### config.mk
export PLATFORM = sky130hd
export DESIGN_NAME = arp_engine
export DESIGN_NICKNAME = d
export VERILOG_FILES = /design/src/rtl/arp_pkg.sv /design/src/rtl/arp_rx_classify.sv /design/src/rtl/arp_tx_framer.sv /design/src/rtl/arp_engine.sv
export SDC_FILE = /design/constraint.sdc
export NUM_CORES = 1
export LEC_CHECK = 0
export BUFFER_PORTS_ARGS = -buffer_cell sky130_fd_sc_hd__buf_2
export CORE_ASPECT_RATIO = 0.9
export CORE_MARGIN = 1.5
export CORE_UTILIZATION = 50
export DETAILED_ROUTE_END_ITERATION = 7
export HOLD_SLACK_MARGIN = 0.08
export PLACE_DENSITY = 0.78
export SLEW_MARGIN = 0
export SYNTH_ARGS = -nofsm -noshare
export SYNTH_HDL_FRONTEND = slang
export SYNTH_SLANG_ARGS = --single-unit
### constraint.sdc
create_clock -name clk -period 4.2 [get_ports clk]
set_input_delay 0.63 -clock clk [delete_from_list [all_inputs] [get_ports clk]]
set_output_delay 0.63 -clock clk [all_outputs]
set_load 0.05 [all_outputs]
### src/rtl/arp_pkg.sv
package arp_pkg;

    localparam logic [15:0] ETYPE_ARP   = 16'h0806;
    localparam logic [15:0] HW_ETHERNET = 16'h0001;
    localparam logic [15:0] PROTO_IPV4  = 16'h0800;
    localparam logic [7:0]  HW_SIZE     = 8'd6;
    localparam logic [7:0]  PROTO_SIZE  = 8'd4;
    localparam logic [15:0] OP_REQUEST  = 16'd1;
    localparam logic [15:0] OP_REPLY    = 16'd2;
    localparam logic [47:0] MAC_BCAST   = '1;
    localparam int          BODY_BYTES  = 42;
    localparam int          FCS_BYTES   = 4;
    localparam logic [31:0] CRC_POLY    = 32'hEDB88320;

    typedef enum logic [1:0] {
        RX_IGNORE,
        RX_ASKS_US,
        RX_ANSWERS_US
    } rx_kind_e;

    typedef struct packed {
        logic [47:0] dst;
        logic [15:0] oper;
        logic [47:0] sha;
        logic [31:0] spa;
        logic [47:0] tha;
        logic [31:0] tpa;
    } tx_hdr_t;

    function automatic logic [31:0] crc32_step(logic [31:0] c, logic [7:0] d);
        logic [31:0] r;
        r = c ^ {24'd0, d};
        for (int i = 0; i < 8; i++) begin
            r = r[0] ? ((r >> 1) ^ CRC_POLY) : (r >> 1);
        end
        return r;
    endfunction

    function automatic logic [7:0] fcs_byte(logic [31:0] c, logic [1:0] k);
        logic [31:0] f;
        f = ~c;
        return f[8*k +: 8];
    endfunction

    function automatic logic [7:0] body_byte(tx_hdr_t h, int idx);
        logic [BODY_BYTES*8-1:0] v;
        v = {h.dst, h.sha, ETYPE_ARP, HW_ETHERNET, PROTO_IPV4, HW_SIZE,
             PROTO_SIZE, h.oper, h.sha, h.spa, h.tha, h.tpa};
        if (idx < 0 || idx >= BODY_BYTES) return 8'h00;
        return v[(BODY_BYTES-1-idx)*8 +: 8];
    endfunction

endpackage

### src/rtl/arp_rx_classify.sv
module arp_rx_classify
    import arp_pkg::*;
#(
    parameter logic [31:0] LOCAL_IP = 32'hC0A80001
) (
    input  logic        valid,
    input  logic [15:0] htype,
    input  logic [15:0] ptype,
    input  logic [7:0]  hlen,
    input  logic [7:0]  plen,
    input  logic [15:0] oper,
    input  logic [31:0] tpa,
    output rx_kind_e    kind
);
    logic well_formed;
    logic for_us;

    always_comb begin
        well_formed = valid && htype == HW_ETHERNET && ptype == PROTO_IPV4 &&
                      hlen == HW_SIZE && plen == PROTO_SIZE;
        for_us = well_formed && tpa == LOCAL_IP;
        if (for_us && oper == OP_REQUEST)      kind = RX_ASKS_US;
        else if (for_us && oper == OP_REPLY)   kind = RX_ANSWERS_US;
        else                                   kind = RX_IGNORE;
    end
endmodule

### src/rtl/arp_tx_framer.sv
module arp_tx_framer
    import arp_pkg::*;
#(
    parameter int PRE_LEN = 7,
    parameter int MIN_LEN = 60
) (
    input  logic       clk,
    input  logic       rst,
    input  logic       start,
    input  tx_hdr_t    hdr_in,
    output logic       busy,
    output logic [7:0] txd,
    output logic       tx_en
);
    localparam int SFD_IDX    = PRE_LEN;
    localparam int BODY_START = PRE_LEN + 1;
    localparam int FCS_START  = BODY_START + MIN_LEN;
    localparam int LAST_IDX   = FCS_START + FCS_BYTES - 1;
    localparam int CNT_W      = $clog2(LAST_IDX + 1);
    localparam logic [CNT_W-1:0] LAST_C = CNT_W'(LAST_IDX);

    logic             busy_q;
    logic [CNT_W-1:0] cnt;
    logic [31:0]      crc;
    tx_hdr_t          hdr_q;
    logic [7:0]       txd_q;
    logic             en_q;
    logic [7:0]       cur;
    logic             in_frame;
    int               pos;

    always_comb begin
        pos      = int'(cnt);
        in_frame = 1'b0;
        if (pos < PRE_LEN) begin
            cur = 8'h55;
        end else if (pos == SFD_IDX) begin
            cur = 8'hD5;
        end else if (pos < FCS_START) begin
            in_frame = 1'b1;
            cur = body_byte(hdr_q, pos - BODY_START);
        end else begin
            cur = fcs_byte(crc, 2'(pos - FCS_START));
        end
    end

    always_ff @(posedge clk) begin
        if (rst) begin
            busy_q <= 1'b0;
            cnt    <= '0;
            crc    <= '1;
            hdr_q  <= '0;
            txd_q  <= '0;
            en_q   <= 1'b0;
        end else if (busy_q) begin
            txd_q <= cur;
            en_q  <= 1'b1;
            if (in_frame) crc <= crc32_step(crc, cur);
            if (cnt == LAST_C) busy_q <= 1'b0;
            else               cnt    <= cnt + 1'b1;
        end else begin
            txd_q <= '0;
            en_q  <= 1'b0;
            if (start) begin
                busy_q <= 1'b1;
                cnt    <= '0;
                crc    <= '1;
                hdr_q  <= hdr_in;
            end
        end
    end

    assign busy  = busy_q;
    assign txd   = txd_q;
    assign tx_en = en_q;
endmodule

### src/rtl/arp_engine.sv
module arp_engine
    import arp_pkg::*;
#(
    parameter logic [47:0] LOCAL_MAC = 48'h02_00_00_00_00_01,
    parameter logic [31:0] LOCAL_IP  = 32'hC0A80001,
    parameter logic [31:0] PEER_IP   = 32'hC0A80002,
    parameter int          PRE_LEN   = 7,
    parameter int          MIN_LEN   = 60
) (
    input  logic        clk,
    input  logic        rst,
    input  logic        req_trigger,
    input  logic        rx_valid,
    input  logic [15:0] rx_htype,
    input  logic [15:0] rx_ptype,
    input  logic [7:0]  rx_hlen,
    input  logic [7:0]  rx_plen,
    input  logic [15:0] rx_oper,
    input  logic [47:0] rx_sha,
    input  logic [31:0] rx_spa,
    input  logic [31:0] rx_tpa,
    output logic [7:0]  gmii_txd,
    output logic        gmii_tx_en,
    output logic [47:0] peer_mac,
    output logic        peer_mac_valid
);
    rx_kind_e    kind;
    logic        req_pend, rep_pend;
    logic [47:0] rep_mac;
    logic [31:0] rep_ip;
    logic        busy, start;
    tx_hdr_t     hdr;

    arp_rx_classify #(.LOCAL_IP(LOCAL_IP)) u_cls (
        .valid(rx_valid), .htype(rx_htype), .ptype(rx_ptype), .hlen(rx_hlen),
        .plen(rx_plen), .oper(rx_oper), .tpa(rx_tpa), .kind(kind)
    );

    assign start = !busy && (rep_pend || req_pend);

    always_comb begin
        hdr.sha = LOCAL_MAC;
        hdr.spa = LOCAL_IP;
        if (rep_pend) begin
            hdr.dst  = rep_mac;
            hdr.oper = OP_REPLY;
            hdr.tha  = rep_mac;
            hdr.tpa  = rep_ip;
        end else begin
            hdr.dst  = MAC_BCAST;
            hdr.oper = OP_REQUEST;
            hdr.tha  = '0;
            hdr.tpa  = PEER_IP;
        end
    end

    always_ff @(posedge clk) begin
        if (rst) begin
            req_pend       <= 1'b0;
            rep_pend       <= 1'b0;
            rep_mac        <= '0;
            rep_ip         <= '0;
            peer_mac       <= '0;
            peer_mac_valid <= 1'b0;
        end else begin
            if (req_trigger)                req_pend <= 1'b1;
            else if (start && !rep_pend)    req_pend <= 1'b0;

            if (kind == RX_ASKS_US) begin
                rep_pend <= 1'b1;
                rep_mac  <= rx_sha;
                rep_ip   <= rx_spa;
            end else if (start && rep_pend) begin
                rep_pend <= 1'b0;
            end

            if (kind == RX_ANSWERS_US) begin
                peer_mac       <= rx_sha;
                peer_mac_valid <= 1'b1;
            end
        end
    end

    arp_tx_framer #(.PRE_LEN(PRE_LEN), .MIN_LEN(MIN_LEN)) u_tx (
        .clk(clk), .rst(rst), .start(start), .hdr_in(hdr),
        .busy(busy), .txd(gmii_txd), .tx_en(gmii_tx_en)
    );
endmodule

==> impl_metrics.sql, run 1 <==
INSERT INTO impl_metrics (metric_group, metric, value, unit) VALUES
('worst_setup_path', 'max_stage_delay', '640', 'ps'),
('yosys', 'synth.net_count', '1622', ''),
('global_routing', 'global_route.usage.met1', '37.3', '%'),
('timing', 'worst_margin_pin_slew', '1090', 'ps'),
('floorplan', 'design.portCount', '238', ''),
('run', 'max_cap_violations', '0', ''),
('yosys', 'netlist_top_cells_count', 'dfxtp_1 (311), nand2_1 (187), nor2_1 (178)', ''),
('drt', 'detailroute.via_count', '11700', ''),
('timing', 'max_clock_freq', '259', 'MHz'),
('yosys', 'synth.mux.area_fraction', '9.89', '%'),
('yosys', 'synth-edff-count', '0', ''),
('worst_setup_path', 'crit_path_start', 'u_tx.cnt[2]', ''),
('global_routing', 'grtUsageMet3', '4.36', '%'),
('yosys', 'synth_compound_gate_area_share', '18.5', '%'),
('worst_setup_path', 'rr_startpoint', 'u_tx.cnt[2]', ''),
('timing', 'timing.final.max_slew_violations', '0', ''),
('global_routing', 'grt_pass1_wl', '61.9', 'mm'),
('worst_setup_path', 'crit_path_frequent_cell', 'xnor2_1', ''),
('cts', 'worst_setup_hold_path_clk_slew', '70', 'ps'),
('cts', 'clk_root_buffer_cell', 'clkbuf_16', ''),
('global_routing', 'grt_util_all_layers', '27.2', '%'),
('yosys', 'postSynthRegisterBits', '311', ''),
('cts', 'clock_buffers_created_by_tritoncts', '31', ''),
('global_routing', 'met2_usage', '44.2', '%'),
('timing', 'final-hold-violation-count', '0', ''),
('timing', 'report.final.setup_viol', '0', ''),
('floorplan', 'die-height', '161', 'um'),
('worst_hold_path', 'timing.hold.worst.start', 'req_trigger', ''),
('drt', 'wire_per_inst', '19.7', 'um'),
('cells_and_area', 'final_layout_size_suffix_gt1_share', '28.5', '%'),
('yosys', 'synth_top_family_by_area', 'compound AO/OA/AOI/OAI gates', ''),
('worst_setup_path', 'crit_arrival', '4310', 'ps'),
('yosys', 'top_cells_by_area_synth', 'dfxtp_1 (45%), nand2_1 (5.1%), mux2i_1 (5.1%), nor2_1 (4.8%), o221a_2 (4.5%)', ''),
('drt', 'wirelength', '39.5', 'mm'),
('cts', 'ctsHtreeMaxLevel', '1', ''),
('cells_and_area', 'final_core_util', '60.5', '%'),
('cts', 'post-cts-setup-buffer-count', '0', ''),
('timing', 'layout_worst_path_cycle_share', '92.0', '%'),
('cts', 'clk-insertion-delay-late', '580', 'ps'),
('worst_hold_path', 'worst_hold_path_type', 'input pin to register', ''),
('drt', 'detailedRoute.firstPassIterationCount', '5', ''),
('yosys', 'syn-instance-count', '1433', ''),
('yosys', 'netlist_area', '13800', 'um^2'),
('yosys', 'synth_most_common_cell', 'dfxtp_1', ''),
('floorplan', 'initial_core_util', '51.1', '%'),
('drt', 'drt_drc_violations_left', '0', ''),
('yosys', 'synth_area_leader_cell', 'dfxtp_1', ''),
('placement', 'io_buffers', '237', ''),
('global_routing', 'first_global_vias', '11200', ''),
('worst_setup_path', 'worstSetupPathType', 'register to register', ''),
('drt', 'avgViaCountPerCell', '5.86', ''),
('global_routing', 'globalRoute.busiestLayer', 'met2', ''),
('floorplan', 'die_area', '28700', 'um^2'),
('cts', 'clock_sink_count', '311', ''),
('yosys', 'asyncSetResetFlopFracSynth', '0', '%'),
('drt', 'drt_first_iter_violations', '951', ''),
('yosys', 'post_synth.cell_area_avg', '9.66', 'um^2'),
('worst_setup_path', 'critical_path_peak_fanout', '9', ''),
('yosys', 'synth_xor_xnor_area_share', '6.99', '%'),
('placement', 'finalWeightedCongestion', '0.907', ''),
('timing', 'fin_crit_period', '3860', 'ps'),
('run_status', 'run_status', 'completed', ''),
('yosys', 'synth_cell_type_count', '89', ''),
('pwr', 'power_density', '387', 'nW/um^2'),
('yosys', 'synth_flop_cell', 'dfxtp_1', ''),
('yosys', 'synth_fa_ha_area_share', '0.813', '%'),
('pwr', 'leakagePower', '6.07', 'nW'),
('timing', 'relSlewSlack', '27.5', '%'),
('yosys', 'area_fraction_in_and_or_nand_and_nor_cells_after_synthesis', '14.9', '%'),
('placement', 'hpwl', '27.8', 'mm'),
('timing', 'timing.clock.skew', '12.4', 'ps');
[worst paths after layout]
kind | endpoint | depth (start not counted) | slack, ps
hold / removal | req_pend | 3 | 280
setup reg to reg | u_tx.crc[25] | 12 | 340
setup / recovery | u_tx.crc[25] | 12 | 340
hold reg to reg | rep_ip[0] | 2 | 460
[through the flow]
step	power, mW	hold WS, ps	cells	area [um^2]	setup WS (ps)
final	6.34	283	2005	16400	338
after global routing	6.52	275	2004	16400	114
after CTS	6.36	270	2002	16400	361
after detailed placement	3.48	447	1946	15300	411
after global placement	3.47	441	1946	15300	506
after floorplan	3.30	432	1433	13800	444
[layout make-up]
class	count	area, um^2
Antenna cell	3	7.51
Clock buffer	32	790
Clock inverter	24	290
Fill cell	2311	10700
Inverter	13	48.8
Multi-Input combinational cell	998	7110
Sequential cell	311	6230
Tap cell	354	443
Timing Repair Buffer	270	1490
[worst max-delay path: cells and delay by family (launching register included)]
| family | cells | cell delay (ps) |
|---|---|---|
| fa+ha+maj | 1 | 300 |
| buf+inv | 2 | 340 |
| compound gates | 4 | 850 |
| flops | 1 | 530 |
| xor+xnor | 5 | 1710 |
[power breakdown]
part / internal, mW / total [mW] / leakage [nW] / switching [mW]
logic: 0.165 / 0.391 / 3.03 / 0.226
registers: 3.00 / 3.03 / 2.52 / 0.0294
clock network: 1.69 / 2.92 / 0.519 / 1.24
[registers in the layout, summed over array words and instances, names as in the netlist]
name / flops
u_tx.txd: 8
u_tx.cnt: 7
u_tx.hdr_q: 131
rep_pend: 1
u_tx.crc: 32
u_tx.busy: 1
peer_mac: 48
rep_mac: 48
peer_mac_valid: 1
rep_ip: 32
req_pend: 1
u_tx.tx_en: 1
[repair_timing]
item                                    4_1_cts  5_1_grt
gates resized for setup                       0        1
endpoints found under the setup margin        0        3
hold buffers                                  0        0
[per-layer routing]
layer,part of all wire (%),routed length (um),vias to the layer above
met1,43,17100,5700
met4,3.1,1210,0
li1,-,-,5527
met2,47,18700,445
met3,6.2,2440,69
met5,0,0,-
[cells in the final DEF, fill, tap and decap left out, types with 8 or more instances in the layout]
master     count
clkinv_2       8
nand3_1       14
xor2_1        19
nand2_1      187
dfxtp_1      309
nand4_1        9
nor2_1       177
ha_1           9
nor4_1        17
mux4_2        23
a21oi_1      123
xnor2_1       36
clkbuf_16     31
buf_4         29
nor3_1        18
o21ai_0       14
mux2_2        11
inv_1         10
mux2i_1       70
nor4b_1        9
a22oi_1       74
buf_2        236
o221a_2       55
[logic make-up (layout without fill, tap and decap cells)]
family | after synthesis | in the layout
AOI/OAI and AO/OA | 338 | 338
and+or+nand+nor | 469 | 469
other | 0 | 3
buffers and inverters | 124 | 339
muxes | 105 | 105
adders and majority gates | 9 | 9
DFF | 311 | 311
xor gates and xnor gates | 77 | 77
Power figures use the tool's default switching activity.
==> run 2, diff against run 1 <==
--- a/config.mk
+++ b/config.mk
@@ -6,12 +6,15 @@
 export NUM_CORES = 1
 export LEC_CHECK = 0
 export BUFFER_PORTS_ARGS = -buffer_cell sky130_fd_sc_hd__buf_2
+export CAP_MARGIN = 30
 export CORE_ASPECT_RATIO = 0.9
 export CORE_MARGIN = 1.5
 export CORE_UTILIZATION = 50
 export DETAILED_ROUTE_END_ITERATION = 7
+export GPL_ROUTABILITY_DRIVEN = 1
 export HOLD_SLACK_MARGIN = 0.08
 export PLACE_DENSITY = 0.78
+export REMOVE_ABC_BUFFERS = 1
 export SLEW_MARGIN = 0
 export SYNTH_ARGS = -nofsm -noshare
 export SYNTH_HDL_FRONTEND = slang
==> impl_metrics.sql, run 2 (same netlist as run 1, synthesis figures left out) <==
INSERT INTO impl_metrics (metric_group, metric, value, unit) VALUES
('cts', 'clockBufferDepth', '3', ''),
('drt', 'detailedRoute.firstPassIterationCount', '5', ''),
('pwr', 'power_density', '382', 'nW/um^2'),
('worst_setup_path', 'crit_arrival', '4350', 'ps'),
('floorplan', 'design.portCount', '238', ''),
('pwr', 'leakagePower', '6.05', 'nW'),
('timing', 'fin_crit_period', '3890', 'ps'),
('cts', 'clock_sink_count', '311', ''),
('worst_setup_path', 'critical_path.startpoint_type', 'register', ''),
('timing', 'layout_worst_path_cycle_share', '92.6', '%'),
('cells_and_area', 'final_layout_size_suffix_gt1_share', '27.8', '%'),
('cells_and_area', 'largest_register_ffs', '131', ''),
('cells_and_area', 'final_common_cell', 'dfxtp_1', ''),
('cells_and_area', 'antenna_cells', '0', ''),
('drt', 'drt_first_iter_violations', '1026', ''),
('floorplan', 'initial_core_util', '51.1', '%'),
('drt', 'drt_drc_violations_left', '0', ''),
('worst_setup_path', 'critical_path_peak_fanout', '9', ''),
('timing', 'worst_hold_slack', '293', 'ps'),
('cells_and_area', 'area_growth_syn_to_layout', '18.0', '%'),
('timing', 'timing.final.max_slew_violations', '0', ''),
('global_routing', 'first_global_vias', '11100', ''),
('placement', 'io_buffers', '237', ''),
('timing', 'max_clock_freq', '257', 'MHz'),
('cells_and_area', 'layout_top_registers', 'u_tx.hdr_q: 131 flops, peer_mac: 48 flops, rep_mac: 48 flops', ''),
('worst_setup_path', 'worstPathRequired', '4660', 'ps'),
('floorplan', 'die_area', '28700', 'um^2'),
('drt', 'detailroute.via_count', '11600', ''),
('worst_hold_path', 'worst_hold_path_type', 'input pin to register', ''),
('global_routing', 'antenna_violations_before_repair', '1', ''),
('timing', 'report.final.setup_viol', '0', ''),
('placement', 'detailedPlace.worstSlack', '418', 'ps'),
('timing', 'worst_margin_pin_slew', '935', 'ps'),
('timing', 'grt_setup_unrepaired', 'false', ''),
('timing', 'final-hold-violation-count', '0', ''),
('drt', 'wire_per_inst', '18.1', 'um'),
('cts', 'ctsResizeCount', '0', ''),
('global_routing', 'grt_util_all_layers', '25.3', '%'),
('cts', 'worst_setup_hold_path_clk_slew', '60', 'ps'),
('cts', 'clock_buffers_created_by_tritoncts', '31', ''),
('cts', 'post-cts-setup-buffer-count', '0', ''),
('cells_and_area', 'commonest_cells_after_routing_fill_and_taps_aside', 'dfxtp_1 (309), buf_2 (236), nand2_1 (187), nor2_1 (177), a21oi_1 (123)', ''),
('worst_setup_path', 'worstSetupPathType', 'register to register', ''),
('drt', 'postRouteAntennaNets', '0', ''),
('cells_and_area', 'max_flop_register', 'u_tx.hdr_q', ''),
('floorplan', 'core_region_area', '27100', 'um^2'),
('pwr', 'max-vdd-ir-drop', '0.309', 'mV'),
('timing', 'fin_setup_tns', '0', 'ps'),
('pwr', 'p_total', '6.24', 'mW'),
('drt', 'avgViaCountPerCell', '5.81', ''),
('cells_and_area', 'design.final.nets', '1810', ''),
('timing', 'timing.clock.skew', '19.7', 'ps'),
('global_routing', 'grt_max_degree', '101', ''),
('drt', 'wirelength', '36.3', 'mm'),
('cells_and_area', 'num-fill-cells', '2276', ''),
('timing', 'fin_ws', '311', 'ps'),
('worst_setup_path', 'setup.worst_path.end_class', 'register', ''),
('cts', 'ctsHtreeMaxLevel', '1', ''),
('global_routing', 'grt_remaining_overflow', '0', ''),
('run', 'max_cap_violations', '0', ''),
('cts', 'postCtsHoldBufs', '0', ''),
('floorplan', 'die-height', '161', 'um'),
('run_status', 'run_status', 'completed', ''),
('cts', 'tritoncts', 'done', ''),
('cts', 'clk_root_buffer_cell', 'clkbuf_16', ''),
('global_routing', 'grt_pass1_wl', '58.9', 'mm'),
('floorplan', 'rows', '57', ''),
('placement', 'finalWeightedCongestion', '0.917', ''),
('timing', 'relSlewSlack', '37.4', '%'),
('floorplan', 'fp.dieW', '178', 'um'),
('placement', 'hpwl', '24.8', 'mm'),
('cts', 'clk-insertion-delay-late', '580', 'ps');
run 2: cell count changes in the layout (fill, tap and decap cells not counted), sizes merged:
cell      delta
diode        -3
inv          -1
clkbuf      +14
clkinvlp     -5
bufinv       -2
clkinv       -5
buf          -4
run 2: cell type report:
class                      instances  area, um^2  area share [%]
sequential                       311        6230            38.1
inverter                          13        48.8           0.299
timing repair buffer             266        1460            8.94
multi-input combinational        998        7110            43.5
clock buffer                      46         902            5.52
tap                              354         443            2.71
clock inverter                    11         148           0.904
run 2: metrics by stage:
step	area, um^2	util, %	instances
after CTS	16300	60.3	1999
final	16300	60.3	1999
after global routing	16300	60.3	1999
after detailed placement	15300	56.4	1942
after floorplan	13300	-	1322
after global placement	15300	56.4	1942
run 2: worst max-delay path: stages, from the launching register on:
cell      delay, ps
dfxtp_1         540
inv_1           110
ha_1            300
a21o_1          230
xnor2_1         690
o21ai_1         160
a221oi_1        440
o21a_1          230
o211ai_4        220
xor2_4          240
xnor2_2         190
xnor2_1         140
o32a_1          280
run 2: layer usage:
layer,vias to the layer above,global-route usage (%),wire [um]
met3,66,3.74,2100
met4,2,6.67,918
li1,5507,-,-
met1,5649,37.2,17000
met5,-,0.521,12
met2,397,38.5,16300
run 2: path summary, 6_finish.rpt:
kind	slack [ps]	depth (start not counted)	to	from
hold reg to reg	450	2	rep_ip[1]	rep_ip[1]
setup / recovery	310	12	u_tx.crc[20]	u_tx.cnt[2]
hold / removal	290	3	rep_ip[3]	rx_spa[3]
setup reg to reg	310	12	u_tx.crc[20]	u_tx.cnt[2]
run 2: report_power, final:
part | switching [mW] | internal [mW]
sequential | 0.0319 | 3.00
combinational | 0.215 | 0.166
clock | 1.16 | 1.67
total | 1.41 | 4.83
==> run 3, diff against run 2 <==
--- a/config.mk
+++ b/config.mk
@@ -10,6 +10,7 @@
 export CORE_ASPECT_RATIO = 0.9
 export CORE_MARGIN = 1.5
 export CORE_UTILIZATION = 50
+export CTS_BUF_LIST = sky130_fd_sc_hd__clkbuf_16
 export DETAILED_ROUTE_END_ITERATION = 7
 export GPL_ROUTABILITY_DRIVEN = 1
 export HOLD_SLACK_MARGIN = 0.08
==> impl_metrics.sql, run 3 (same netlist as run 1, synthesis figures left out) <==
INSERT INTO impl_metrics (metric_group, metric, value, unit) VALUES
('run_status', 'run_status', 'completed', ''),
('cts', 'clock_sink_count', '311', ''),
('floorplan', 'initial_core_util', '51.1', '%'),
('worst_setup_path', 'max_stage_delay', '690', 'ps'),
('timing', 'worst_margin_pin_slew', '918', 'ps'),
('placement', 'io_buffers', '237', ''),
('worst_setup_path', 'worst_path_dominant_cell_family', 'compound AO/OA/AOI/OAI gates', ''),
('global_routing', 'first_global_vias', '11100', ''),
('drt', 'detailroute.via_count', '11600', ''),
('worst_setup_path', 'cell_with_the_biggest_individual_delay_on_the_critical_path', 'xnor2_1', ''),
('global_routing', 'grt_pass1_wl', '59.0', 'mm'),
('timing', 'fin_setup_tns', '0', 'ps'),
('timing', 'grt_setup_unrepaired', 'false', ''),
('cts', 'ctsResizeCount', '0', ''),
('global_routing', 'grt_util_all_layers', '25.3', '%'),
('timing', 'report.final.setup_viol', '0', ''),
('run', 'max_cap_violations', '0', ''),
('global_routing', 'grt_remaining_overflow', '0', ''),
('timing', 'layout_worst_path_cycle_share', '92.3', '%'),
('timing', 'timing.final.max_slew_violations', '0', ''),
('drt', 'wirelength', '36.3', 'mm'),
('worst_setup_path', 'crit_arrival', '4340', 'ps'),
('cells_and_area', 'largest_register_ffs', '131', ''),
('cells_and_area', 'commonest_cells_after_routing_fill_and_taps_aside', 'dfxtp_1 (309), buf_2 (236), nand2_1 (187), nor2_1 (177), a21oi_1 (123)', ''),
('floorplan', 'die_area', '28700', 'um^2'),
('cts', 'ctsHtreeMaxLevel', '1', ''),
('cells_and_area', 'max_flop_register', 'u_tx.hdr_q', ''),
('cells_and_area', 'design.final.nets', '1810', ''),
('cts', 'tritoncts', 'done', ''),
('cells_and_area', 'final_core_util', '60.0', '%'),
('cells_and_area', 'final_common_cell', 'dfxtp_1', ''),
('global_routing', 'grt_max_degree', '101', ''),
('worst_hold_path', 'worst_hold_path_type', 'input pin to register', ''),
('drt', 'postRouteAntennaNets', '0', ''),
('worst_setup_path', 'rr_endpoint', 'u_tx.crc[20]', ''),
('worst_setup_path', 'critical_path.cell_chain', 'inv_1 > ha_1 > a21o_1 > xnor2_1 > o21ai_1 > a221oi_1 > o21a_1 > o211ai_4 > xor2_4 > xnor2_2 > xnor2_1 > o32a_1', ''),
('cts', 'post-cts-setup-buffer-count', '0', ''),
('timing', 'max_clock_freq', '258', 'MHz'),
('drt', 'wire_per_inst', '18.2', 'um'),
('placement', 'hpwl', '24.8', 'mm'),
('worst_hold_path', 'timing.hold.worst.start', 'rx_spa[3]', ''),
('timing', 'relSlewSlack', '38.6', '%'),
('pwr', 'leakagePower', '6.04', 'nW'),
('worst_setup_path', 'timing.reg2reg.worst_path_depth', '12', ''),
('cts', 'clock_buffers_created_by_tritoncts', '31', ''),
('floorplan', 'core_region_area', '27100', 'um^2'),
('cts', 'worst_setup_hold_path_clk_slew', '60', 'ps'),
('worst_setup_path', 'worstPathRequired', '4660', 'ps'),
('timing', 'timing.clock.skew', '13.3', 'ps'),
('cts', 'clockBufferDepth', '3', ''),
('placement', 'finalWeightedCongestion', '0.917', ''),
('timing', 'final-hold-violation-count', '0', ''),
('worst_hold_path', 'timing.hold.worst_path_depth', '3', ''),
('cts', 'postCtsHoldBufs', '0', ''),
('worst_setup_path', 'crit_path_frequent_cell', 'xnor2_1', ''),
('cells_and_area', 'layout_top_registers', 'u_tx.hdr_q: 131 flops, peer_mac: 48 flops, rep_mac: 48 flops', ''),
('pwr', 'max-vdd-ir-drop', '0.310', 'mV'),
('floorplan', 'die-height', '161', 'um'),
('cells_and_area', 'antenna_cells', '0', ''),
('worst_setup_path', 'critical_path.startpoint_type', 'register', ''),
('drt', 'avgViaCountPerCell', '5.79', ''),
('pwr', 'p_total', '6.10', 'mW'),
('cts', 'clk_root_buffer_cell', 'clkbuf_16', ''),
('worst_setup_path', 'crit_buf_inv', '1', ''),
('floorplan', 'design.portCount', '238', ''),
('cells_and_area', 'area_growth_syn_to_layout', '17.5', '%'),
('worst_setup_path', 'setup.reg_to_reg.worst_slack', '320', 'ps'),
('drt', 'drt_first_iter_violations', '1033', ''),
('floorplan', 'fp.dieW', '178', 'um'),
('drt', 'detailedRoute.firstPassIterationCount', '5', ''),
('worst_hold_path', 'timing.hold.worst_endpoint', 'rep_ip[3]', ''),
('worst_setup_path', 'critical_path_peak_fanout', '9', ''),
('worst_setup_path', 'worstSetupPathType', 'register to register', ''),
('pwr', 'power_density', '375', 'nW/um^2'),
('global_routing', 'antenna_violations_before_repair', '1', ''),
('worst_setup_path', 'setup.worst_path.end_class', 'register', ''),
('cts', 'clk-insertion-delay-late', '580', 'ps'),
('timing', 'fin_crit_period', '3880', 'ps'),
('cells_and_area', 'final_layout_size_suffix_gt1_share', '27.4', '%'),
('worst_setup_path', 'rr_startpoint', 'u_tx.cnt[2]', ''),
('floorplan', 'rows', '57', ''),
('drt', 'drt_drc_violations_left', '0', '');
-- run 3: cell count changes in the layout (fill, tap and decap cells not counted) --
cell      change
inv_1         +8
clkbuf_8      -7
clkinv_1      +7
clkbuf_1      -8
-- run 3: metal layers --
layer  share of wire [%]  GRT usage, %  vias up
met2                  45          38.4      368
li1                    -             -     5506
met4                 2.4          6.86        2
met1                  47          36.9     5638
met3                 5.5          4.26       67
met5               0.033         0.521        -
-- run 3: power breakdown --
| group | leakage (nW) | switching, mW | internal (mW) | total, mW |
|---|---|---|---|---|
| clock network | 0.511 | 1.17 | 1.52 | 2.69 |
| registers | 2.52 | 0.0318 | 3.00 | 3.03 |
| logic | 3.01 | 0.214 | 0.166 | 0.380 |
-- run 3: worst max path at each step --
stage | start | to | cells past startpoint
3_5_place_dp | u_tx.cnt[2] | u_tx.crc[21] | 13
5_1_grt | u_tx.cnt[2] | u_tx.crc[24] | 11
6_report | u_tx.cnt[2] | u_tx.crc[20] | 12
3_3_place_gp | u_tx.cnt[2] | u_tx.crc[24] | 12
2_1_floorplan | rx_tpa[17] | peer_mac[0] | 7
4_1_cts | u_tx.cnt[2] | u_tx.crc[21] | 13
-- run 3: worst reg2reg max path: cells and delay by family, from the launching register on --
| family | cells | cell delay, ps |
|---|---|---|
| flip-flops | 1 | 530 |
| buffers and inverters | 1 | 110 |
| AO/OA/AOI/OAI | 6 | 1550 |
| XOR/XNOR | 4 | 1260 |
| adder cells (fa/ha/maj) | 1 | 300 |
-- run 3: area by class of cell --
type | instances | area (um^2)
tap | 354 | 443
sequential | 311 | 6230
multi-input combinational | 998 | 7110
fill | 2285 | 10800
clock buffer | 31 | 776
inverter | 13 | 48.8
timing repair buffer | 266 | 1460
clock inverter | 26 | 204
-- run 3: through the flow --
| step | hold slack [ps] | cell area (um^2) | setup WS (ps) | std cells |
|---|---|---|---|---|
| after global placement | 439 | 15300 | 468 | 1942 |
| after detailed placement | 446 | 15300 | 418 | 1942 |
| after global routing | 290 | 16300 | 88.9 | 1999 |
| final | 296 | 16300 | 323 | 1999 |
| after CTS | 278 | 16300 | 385 | 1999 |
| after floorplan | 425 | 13300 | -2940 | 1322 |
